[config.mk]
export PLATFORM = sky130hd
export DESIGN_NAME = rvMiniCore
export DESIGN_NICKNAME = d
export VERILOG_FILES = /design/src/rtl/rvMiniPkg.sv /design/src/rtl/rvCtrl.sv /design/src/rtl/rvAlu.sv /design/src/rtl/rvRegFile.sv /design/src/rtl/rvDatapath.sv /design/src/rtl/rvMiniCore.sv
export SDC_FILE = /design/constraint.sdc
export NUM_CORES = 2
export LEC_CHECK = 0
export BUFFER_PORTS_ARGS = -buffer_cell sky130_fd_sc_hd__buf_4
export CAP_MARGIN = 20
export CORE_AREA = 2 2 333 335
export CTS_BUF_LIST = sky130_fd_sc_hd__clkbuf_8
export DETAILED_ROUTE_END_ITERATION = 10
export DIE_AREA = 0 0 335 337
export PLACE_DENSITY = 0.69
export SLEW_MARGIN = 30
export SYNTH_ARGS = -nofsm -noshare
export SYNTH_HDL_FRONTEND = slang
export SYNTH_SLANG_ARGS = --single-unit
[constraint.sdc]
create_clock -name clk -period 18.73 [get_ports clk]
set_input_delay 3.746 -clock clk [delete_from_list [all_inputs] [get_ports clk]]
set_output_delay 3.746 -clock clk [all_outputs]
set_load 0.05 [all_outputs]
[src/rtl/rvMiniPkg.sv]
package rvMiniPkg;
  localparam int XLEN  = 32;
  localparam int BYTES = XLEN / 8;
  localparam int LANEW = $clog2(BYTES);
  localparam int SHW   = $clog2(XLEN);

  localparam logic [6:0] OPC_REG   = 7'b0110011;
  localparam logic [6:0] OPC_IMM   = 7'b0010011;
  localparam logic [6:0] OPC_LOAD  = 7'b0000011;
  localparam logic [6:0] OPC_STORE = 7'b0100011;
  localparam logic [6:0] OPC_LUI   = 7'b0110111;

  typedef enum logic [3:0] {
    ALU_ADD, ALU_SUB, ALU_AND, ALU_OR, ALU_XOR,
    ALU_SLT, ALU_SLL, ALU_SRA, ALU_PASSB
  } aluOp_e;

  typedef enum logic [1:0] { IMM_I, IMM_S, IMM_U } immSel_e;

  typedef struct packed {
    logic    regWrite;
    logic    useImm;
    aluOp_e  aluOp;
    immSel_e immSel;
    logic    memRead;
    logic    memWrite;
    logic    byteAccess;
  } ctrl_t;
endpackage

[src/rtl/rvCtrl.sv]
module rvCtrl
  import rvMiniPkg::*;
(
  input  logic [6:0] opcode,
  input  logic [2:0] funct3,
  input  logic       altBit,
  output ctrl_t      ctl
);
  always_comb begin
    ctl = '0;
    case (opcode)
      OPC_REG: begin
        ctl.regWrite = 1'b1;
        case (funct3)
          3'b000:  ctl.aluOp = altBit ? ALU_SUB : ALU_ADD;
          3'b001:  ctl.aluOp = ALU_SLL;
          3'b010:  ctl.aluOp = ALU_SLT;
          3'b100:  ctl.aluOp = ALU_XOR;
          3'b101:  ctl.aluOp = ALU_SRA;
          3'b110:  ctl.aluOp = ALU_OR;
          3'b111:  ctl.aluOp = ALU_AND;
          default: ctl.aluOp = ALU_ADD;
        endcase
      end
      OPC_IMM: begin
        ctl.regWrite = 1'b1;
        ctl.useImm   = 1'b1;
        ctl.immSel   = IMM_I;
        ctl.aluOp    = (funct3 == 3'b111) ? ALU_AND : ALU_ADD;
      end
      OPC_LOAD: begin
        ctl.regWrite   = 1'b1;
        ctl.useImm     = 1'b1;
        ctl.immSel     = IMM_I;
        ctl.aluOp      = ALU_ADD;
        ctl.memRead    = 1'b1;
        ctl.byteAccess = (funct3[1:0] == 2'b00);
      end
      OPC_STORE: begin
        ctl.useImm     = 1'b1;
        ctl.immSel     = IMM_S;
        ctl.aluOp      = ALU_ADD;
        ctl.memWrite   = 1'b1;
        ctl.byteAccess = (funct3[1:0] == 2'b00);
      end
      OPC_LUI: begin
        ctl.regWrite = 1'b1;
        ctl.useImm   = 1'b1;
        ctl.immSel   = IMM_U;
        ctl.aluOp    = ALU_PASSB;
      end
      default: ctl = '0;
    endcase
  end
endmodule

[src/rtl/rvAlu.sv]
module rvAlu
  import rvMiniPkg::*;
(
  input  logic [XLEN-1:0] opA,
  input  logic [XLEN-1:0] opB,
  input  aluOp_e          op,
  output logic [XLEN-1:0] result
);
  logic [SHW-1:0] shAmt;
  assign shAmt = opB[SHW-1:0];

  always_comb begin
    case (op)
      ALU_ADD:   result = opA + opB;
      ALU_SUB:   result = opA - opB;
      ALU_AND:   result = opA & opB;
      ALU_OR:    result = opA | opB;
      ALU_XOR:   result = opA ^ opB;
      ALU_SLT:   result = {{(XLEN-1){1'b0}}, ($signed(opA) < $signed(opB))};
      ALU_SLL:   result = opA << shAmt;
      ALU_SRA:   result = $unsigned($signed(opA) >>> shAmt);
      ALU_PASSB: result = opB;
      default:   result = opA + opB;
    endcase
  end
endmodule

[src/rtl/rvRegFile.sv]
module rvRegFile
  import rvMiniPkg::*;
#(
  parameter int NREG = 32,
  localparam int AW = $clog2(NREG)
) (
  input  logic            clk,
  input  logic            wrEn,
  input  logic [AW-1:0]   wrAddr,
  input  logic [XLEN-1:0] wrData,
  input  logic [AW-1:0]   rdAddrA,
  input  logic [AW-1:0]   rdAddrB,
  output logic [XLEN-1:0] rdDataA,
  output logic [XLEN-1:0] rdDataB
);
  logic [NREG-1:0][XLEN-1:0] bank;

  assign bank[0] = '0;

  for (genvar g = 1; g < NREG; g++) begin : gEntry
    logic [XLEN-1:0] q;
    always_ff @(posedge clk) begin
      if (wrEn && (wrAddr == AW'(g))) q <= wrData;
    end
    assign bank[g] = q;
  end

  assign rdDataA = bank[rdAddrA];
  assign rdDataB = bank[rdAddrB];
endmodule

[src/rtl/rvDatapath.sv]
module rvDatapath
  import rvMiniPkg::*;
#(
  parameter int NREG = 32
) (
  input  logic             clk,
  input  logic             rst,
  input  logic [31:7]      instrBits,
  input  ctrl_t            ctl,
  output logic [XLEN-1:0]  pc,
  output logic [XLEN-1:0]  dmemAddr,
  output logic [XLEN-1:0]  dmemWData,
  output logic [BYTES-1:0] dmemWe,
  input  logic [XLEN-1:0]  dmemRData
);
  localparam int AW = $clog2(NREG);

  logic [XLEN-1:0]  rsA, rsB, imm, aluB, aluY, loadVal, wbData, laneShifted;
  logic [LANEW-1:0] lane;

  always_ff @(posedge clk) begin
    if (rst) pc <= '0;
    else     pc <= pc + XLEN'(4);
  end

  always_comb begin
    case (ctl.immSel)
      IMM_S:   imm = {{(XLEN-12){instrBits[31]}}, instrBits[31:25], instrBits[11:7]};
      IMM_U:   imm = {instrBits[31:12], 12'b0};
      default: imm = {{(XLEN-12){instrBits[31]}}, instrBits[31:20]};
    endcase
  end

  rvRegFile #(.NREG(NREG)) uRegs (
    .clk     (clk),
    .wrEn    (ctl.regWrite & ~rst),
    .wrAddr  (instrBits[7+AW-1:7]),
    .wrData  (wbData),
    .rdAddrA (instrBits[15+AW-1:15]),
    .rdAddrB (instrBits[20+AW-1:20]),
    .rdDataA (rsA),
    .rdDataB (rsB)
  );

  assign aluB = ctl.useImm ? imm : rsB;

  rvAlu uAlu (
    .opA    (rsA),
    .opB    (aluB),
    .op     (ctl.aluOp),
    .result (aluY)
  );

  assign lane        = aluY[LANEW-1:0];
  assign laneShifted = dmemRData >> {lane, 3'b000};
  assign loadVal     = ctl.byteAccess ? {{(XLEN-8){laneShifted[7]}}, laneShifted[7:0]}
                                      : dmemRData;
  assign wbData      = ctl.memRead ? loadVal : aluY;

  assign dmemAddr  = aluY;
  assign dmemWData = ctl.byteAccess ? {BYTES{rsB[7:0]}} : rsB;

  always_comb begin
    if (!ctl.memWrite || rst) dmemWe = '0;
    else if (ctl.byteAccess)  dmemWe = BYTES'(1) << lane;
    else                      dmemWe = '1;
  end
endmodule

[src/rtl/rvMiniCore.sv]
module rvMiniCore
  import rvMiniPkg::*;
#(
  parameter int NREG = 32
) (
  input  logic             clk,
  input  logic             rst,
  output logic [XLEN-1:0]  imemAddr,
  input  logic [XLEN-1:0]  imemData,
  output logic [XLEN-1:0]  dmemAddr,
  output logic [XLEN-1:0]  dmemWData,
  output logic [BYTES-1:0] dmemWe,
  input  logic [XLEN-1:0]  dmemRData
);
  ctrl_t ctl;

  rvCtrl uCtrl (
    .opcode (imemData[6:0]),
    .funct3 (imemData[14:12]),
    .altBit (imemData[30]),
    .ctl    (ctl)
  );

  rvDatapath #(.NREG(NREG)) uPath (
    .clk       (clk),
    .rst       (rst),
    .instrBits (imemData[31:7]),
    .ctl       (ctl),
    .pc        (imemAddr),
    .dmemAddr  (dmemAddr),
    .dmemWData (dmemWData),
    .dmemWe    (dmemWe),
    .dmemRData (dmemRData)
  );
endmodule

# --- Yosys cells after proc, flatten, opt, wreduce, memory -nomap -nowiden ---
# Cells that the tools add are included.
classes:
  shifts: 4
  n_eq_ne: 52
  order_cmp: 3
  add_sub_neg: 3
  n_mux: 22
  reduce_logical: 38
  bitwise_logic: 5
ops:
  columns: ["cell", "n"]
  rows:
  - ["32-bit binary-select mux with 5-bit select", 2]
  - ["32-bit case mux with 8 select lines", 1]
  - ["32-bit two-way mux", 6]
  - ["5-bit == test (second input constant)", 16]
  - ["31-bit case mux with 2 select lines", 1]
  - ["5-bit by 4-bit == test with 1-bit output (second input constant)", 8]
  - ["32-bit by 3-bit adder with 32-bit output (second input constant)", 1]
  - ["32-bit adder", 1]
  - ["32-bit AND", 1]
  - ["32-bit < comparator", 1]
  - ["32-bit OR", 1]
  - ["32-bit by 5-bit left shift with 32-bit output", 1]
  - ["32-bit by 5-bit right shift with 8-bit output", 1]
  - ["32-bit by 5-bit >>> shifter with 32-bit output", 1]
  - ["32-bit subtractor", 1]
  - ["32-bit XOR", 1]
  - ["1-bit logical AND", 31]
  - ["4-bit case mux with 7 select lines", 1]
  - ["7-bit by 6-bit == test with 1-bit output (second input constant)", 3]
  - ["5-bit by 3-bit == test with 1-bit output (second input constant)", 4]
  - ["4-bit by 3-bit == test with 1-bit output (second input constant)", 4]
  - ["3-bit == test (second input constant)", 4]
  - ["5-bit by 6-bit < comparator with 1-bit output (second input constant)", 2]
  - ["4-bit case mux with 3 select lines", 1]
  - ["other kinds (24)", 33]
word_totals:
  output_inout_bits: 100
  register_bits: 1024
  inputBits: 66
  word_cells: 159

# --- Logic depth before layout (Yosys ltp) ---
logic_depth:
  depth_word: 10
  mapped_depth: 32
  depth_no_buf: 27

# --- Cells and area by module ---
# Synthesis repeated with hierarchy kept, for this count alone.
hier_totals:
  cells_unflattened: 4232
  area_unflattened_um2: 57769.2
by_module_without_submodules:
  columns: ["module", "cells_per_inst", "area_each_um2", "n_inst", "seq_area_each_um2"]
  rows:
  - ["rvRegFile", 2456, 46176.8, 1, 29788.6]
  - ["rvAlu", 1300, 8416.8, 1, 0.0]
  - ["rvDatapath", 448, 2979.1, 1, 600.6]
  - ["rvCtrl", 28, 196.4, 1, 0.0]

# --- Worst setup path before layout ---
# No wires, ideal clock.
synth_path:
  path_type: "input-to-output"
  startpoint: "input port imemData[4]"
  endpoint: "output port dmemWe[1]"
  cell_stages: 32
  required_time_ps: 14984
  t_arrival_ps: 11154
  path_slack_ps: 3830
  n_path_buf: 11
  cell_sequence: "clkbuf_1 nand2_1 nor2_1 nand2_1 clkbuf_1 clkbuf_1 ha_1 clkbuf_1 nor2b_1 a221oi_1 a21o_1 buf_2 buf_2 buf_1 buf_1 clkbuf_1 ha_1 clkbuf_1 nor2b_1 o21ai_0 a21boi_0 o21ai_0 a31oi_1 nor2_1 o31ai_1 a311oi_1 o2111a_1 o21bai_2 buf_2 inv_1 nand2_1 a21oi_1"
synth_between:
  elab_chain_len: 10
  elab_cells_between_ends: 38
  classes_between: "2 x add/sub; 1 x order compare; 15 x eq/ne; 3 x shift; 10 x mux; 3 x bitwise; 4 x reduce/logical"
synth_rtl:
  columns: ["item", "line_no", "rtl"]
  rows:
  - ["from (decl)", "rvMiniCore.sv:9", "input logic [XLEN-1:0] imemData,"]
  - ["7-bit by 6-bit == test with 1-bit output", "rvCtrl.sv:11", "case (opcode)"]
  - ["2-bit case mux with 2 select lines", "rvCtrl.sv:11", null]
  - ["2-bit == test / 2-bit by 1-bit == test with 1-bit output (equally long branches)", "rvDatapath.sv:27", "case (ctl.immSel)"]
  - ["31-bit case mux with 2 select lines", "rvDatapath.sv:27", null]
  - ["32-bit two-way mux", "rvDatapath.sv:45", "assign aluB = ctl.useImm ? imm : rsB;"]
  - ["32-bit adder (tied with other cells)", "rvAlu.sv:14, rvAlu.sv:23", null]
  - ["32-bit case mux with 8 select lines (*)", "rvAlu.sv:13", "case (op)"]
  - ["named net dmemAddr[0]", "rvMiniCore.sv:10", "output logic [XLEN-1:0] dmemAddr,"]
  - ["1-bit by 2-bit left shift with 4-bit output (*)", "rvDatapath.sv:65", "else if (ctl.byteAccess) dmemWe = BYTES'(1) << lane;"]
  - ["4-bit two-way mux (*)", "rvDatapath.sv:65", null]
  - ["4-bit two-way mux (*)", "rvDatapath.sv:64", "if (!ctl.memWrite || rst) dmemWe = '0;"]
  - ["to (decl)", "rvMiniCore.sv:12", "output logic [BYTES-1:0] dmemWe,"]
# The timed path passes the listed nets; every way through them passes the cells marked *.

# --- Final worst setup path ---
layout_path:
  startpoint: "input port imemData[20]"
  endpoint: "output port dmemAddr[29]"
layout_between:
  elab_chain_len: 5
  elab_cells_between_ends: 12
  classes_between: "2 x add/sub; 2 x shift; 5 x mux; 3 x bitwise"
layout_rtl:
  columns: ["item", "line_no", "rtl"]
  rows:
  - ["32-bit binary-select mux with 5-bit select", "rvRegFile.sv:29", "assign rdDataB = bank[rdAddrB];"]
  - ["32-bit two-way mux (not written as such)", "rvRegFile.sv:29", null]
  - ["32-bit two-way mux (*)", "rvDatapath.sv:45", null]
  - ["32-bit adder (tied with other cells)", "rvAlu.sv:14, rvAlu.sv:23", null]
  - ["32-bit case mux with 8 select lines (*)", "rvAlu.sv:13", null]
  - ["to (decl)", "rvMiniCore.sv:10", null]
# Every way passes the cells marked *; elsewhere a longest branch is shown, timed or not. The select of a mux whose other input is x is not followed.

==> impl_metrics.env <==
export IMPL_p_int_mw=4.18
export IMPL_die_w_um=335
export IMPL_hold_buffers=0
export IMPL_overflow=0
export IMPL_cp_arrival_ns=11.81
export IMPL_ys_ff_latch=1022
export IMPL_min_period_over_period_pct=83.1
export IMPL_yosys_mux_area_fraction_pct=23.2
export IMPL_place_area_um2=60500
export IMPL_post_route_cells_drive_above_1_share_pct=25.9
export IMPL_netlist_area_um2=57500
export IMPL_crit_path_end_kind="output pin"
export IMPL_drt_pass1_iter_count=7
export IMPL_synthSimpleGateAreaFrac_pct=6.84
export IMPL_status="finished, final reports clean"
export IMPL_reg2reg_slack_ns=10.04
export IMPL_synth_ff_type="edfxtp_1"
export IMPL_layout_nets=4418
export IMPL_wire_per_inst_um=37.2
export IMPL_routabilityCongestion=1.08
export IMPL_async_reset_ff_share_pct=0
export IMPL_grt_antenna_before_repair=8
export IMPL_worst_setup_path_start_kind="input pin"
export IMPL_syn_inst=4107
export IMPL_leakagePower_nw=22.2
export IMPL_first_global_vias=40100
export IMPL_syn_to_final_growth_pct=10.2
export IMPL_cts_buffer_depth=3
export IMPL_r2r_end="uPath.uRegs.gEntry[6].q[28]"
export IMPL_finalClockSkew_ns=0.0795
export IMPL_postLayoutCellArea_um2=63400
export IMPL_crit_type="in2out"
export IMPL_combPwrFrac_pct=28.3
export IMPL_setup_tns_ns=0
export IMPL_hold_end="uPath.pc[2]"
export IMPL_cts_resized=0
export IMPL_vias=42400
export IMPL_post_cts_buffers=0
export IMPL_sequentialPowerShare_pct=44.4
export IMPL_worstReg2RegStart="uPath.uRegs.gEntry[31].q[1]"
export IMPL_total_power_mw=6.39
export IMPL_rr_worst_depth=21
export IMPL_h_tree_depth=4
export IMPL_layout_common_cells="992 x edfxtp_1, 398 x mux4_2, 308 x mux2i_1"
export IMPL_synth_edf_count=992
export IMPL_synth_top_family_by_area="multiplexers"
export IMPL_die_area_um2=113000
export IMPL_finalHoldViolations=0
export IMPL_grt_max_degree=123
export IMPL_final_cells=5793
export IMPL_maxSlewHeadroom_pct=24.2
export IMPL_drtIter0Drc=6748
export IMPL_cap_violations=0
export IMPL_cts_root_buf="clkbuf_8"
export IMPL_ys_seq_area_share_pct=52.8
export IMPL_holdPathStages=1
export IMPL_tightest_slew_ns=1.14
export IMPL_dp_cells=5511
export IMPL_viasPerCell=7.32
export IMPL_clk_latency_ns=0.88
export IMPL_clkPwrFrac_pct=27.3
export IMPL_clock_sinks=1022
export IMPL_layout_cells_most_common="edfxtp_1"
export IMPL_post_dp_hpwl_mm=137
export IMPL_hp_class="reg2reg"
export IMPL_core_area_um2=110000
export IMPL_synth_xor_area_share_pct=0.670
export IMPL_setup_viol=0
export IMPL_slew_violations=0
export IMPL_synth_compound_area_share_pct=10.6
export IMPL_power_density_nw_per_um2=101
export IMPL_wl_mm=216
export IMPL_ioPinCount=166
export IMPL_yosys_warnings=0
export IMPL_drc=0
export IMPL_cp_max_fo=58
export IMPL_std_cell_rows=122
export IMPL_numPortBuffers=163
export IMPL_cts_tree="built"
export IMPL_synth_avg_cell_area_um2=14.0
export IMPL_cp_required_ns=14.98
export IMPL_grt_usage_pct=37.9
export IMPL_fin_crit_ns=15.56
export IMPL_path_clk_slew_ns=0.06
export IMPL_fmax_mhz=64.3
export IMPL_synth_adder_area_share_pct=2.27
export IMPL_hp_start="uPath.pc[2]"
export IMPL_initial_utilization_pct=52.5
export IMPL_p_sw_mw=2.20
export IMPL_irDropWorstVdd_uv=66.1
export IMPL_cts_buffers=161
export IMPL_sw_frac_of_total_pct=34.5
export IMPL_post_synth_num_cell_types=100
export IMPL_die_h_um=337
export IMPL_grt_first_pass_wirelength_mm=300
export IMPL_rsz0062_at_grt="no"
export IMPL_final_antenna_net_count=0
## logic make-up after synthesis
kind of cell | Yosys count
other | 1
AO/OA/AOI/OAI | 860
XOR/XNOR | 44
AND/OR/NAND/NOR | 823
flip-flops | 1022
multiplexers | 824
buffers and inverters | 430
adder cells (fa/ha/maj) | 103
## worst max path at each step
stage	startpoint	to	cells past startpoint
global placement	imemData[20]	dmemAddr[31]	20
CTS	imemData[20]	dmemAddr[29]	20
floorplan	imemData[4]	dmemWe[1]	32
finish	imemData[20]	dmemAddr[29]	20
global route	imemData[3]	dmemAddr[30]	26
detailed placement	imemData[20]	dmemAddr[29]	20
## worst max-delay path, stage by stage
cell	delay, ns
buf_8	0.52
buf_4	0.69
buf_4	0.75
mux4_2	0.58
mux4_2	0.49
mux2i_1	0.46
o21ai_0	0.24
ha_1	0.48
or3_1	0.38
or3_1	0.34
a31oi_1	0.27
o21ai_0	0.25
a31oi_1	0.46
a21oi_1	0.19
o41ai_1	0.51
a21oi_1	0.14
a2111oi_0	0.48
o31ai_1	0.14
a211o_1	0.36
buf_4	0.21
## flip-flops by register name, summed over array words and instances (netlist names)
signal	count
uPath.pc	30
uPath.uRegs.gEntry.q	992
## per-stage QoR
stage               util [%]  setup WS (ns)  hold slack, ns
finish                  57.8           3.17           0.465
floorplan                  -           3.83           0.641
global placement        55.1           3.50           0.429
global route            57.8           2.77           0.476
detailed placement      55.2           3.34           0.450
CTS                     57.8           3.33           0.464
## Yosys cell counts, drive strengths merged, types with 59 or more instances
cell	instances	area, µm²
nand3	76	380
mux2	114	1290
mux2i	312	3120
mux4	398	8960
a21oi	161	810
a22o	59	517
clkbuf	127	477
inv	107	404
buf	193	1170
nand2	262	983
a22oi	102	766
nor2	240	901
o21ai	128	641
edfxtp	992	29800
ha	101	1260
## power by group through the flow
stage	sequential, mW	clock (mW)	combinational, mW
CTS	2.84	1.76	1.74
finish	2.84	1.74	1.80
global route	2.84	1.86	1.87
global placement	2.89	0	1.72
floorplan	2.89	0	1.06
detailed placement	2.88	0	1.73
## layout make-up
cell class | instances | area [µm²]
multi-input cells | 2656 | 25600
well taps | 1426 | 1780
clock inverters | 111 | 583
repair buffers | 298 | 2340
diodes | 4 | 10.0
clock buffers | 166 | 2280
flip-flops and latches | 1022 | 30400
fillers | 8547 | 46200
inverters | 110 | 418
## metal layers
layer	share of wire (%)	track usage, %	wire [µm]	up-vias
li1	-	-	-	16900
met1	37	51.2	79300	21500
met2	44	56.9	95400	3376
met3	13	10.5	28600	619
met4	5.7	18.6	12300	10
met5	0.034	0	73	-
Note: power is estimated with default switching activity, not from simulation.
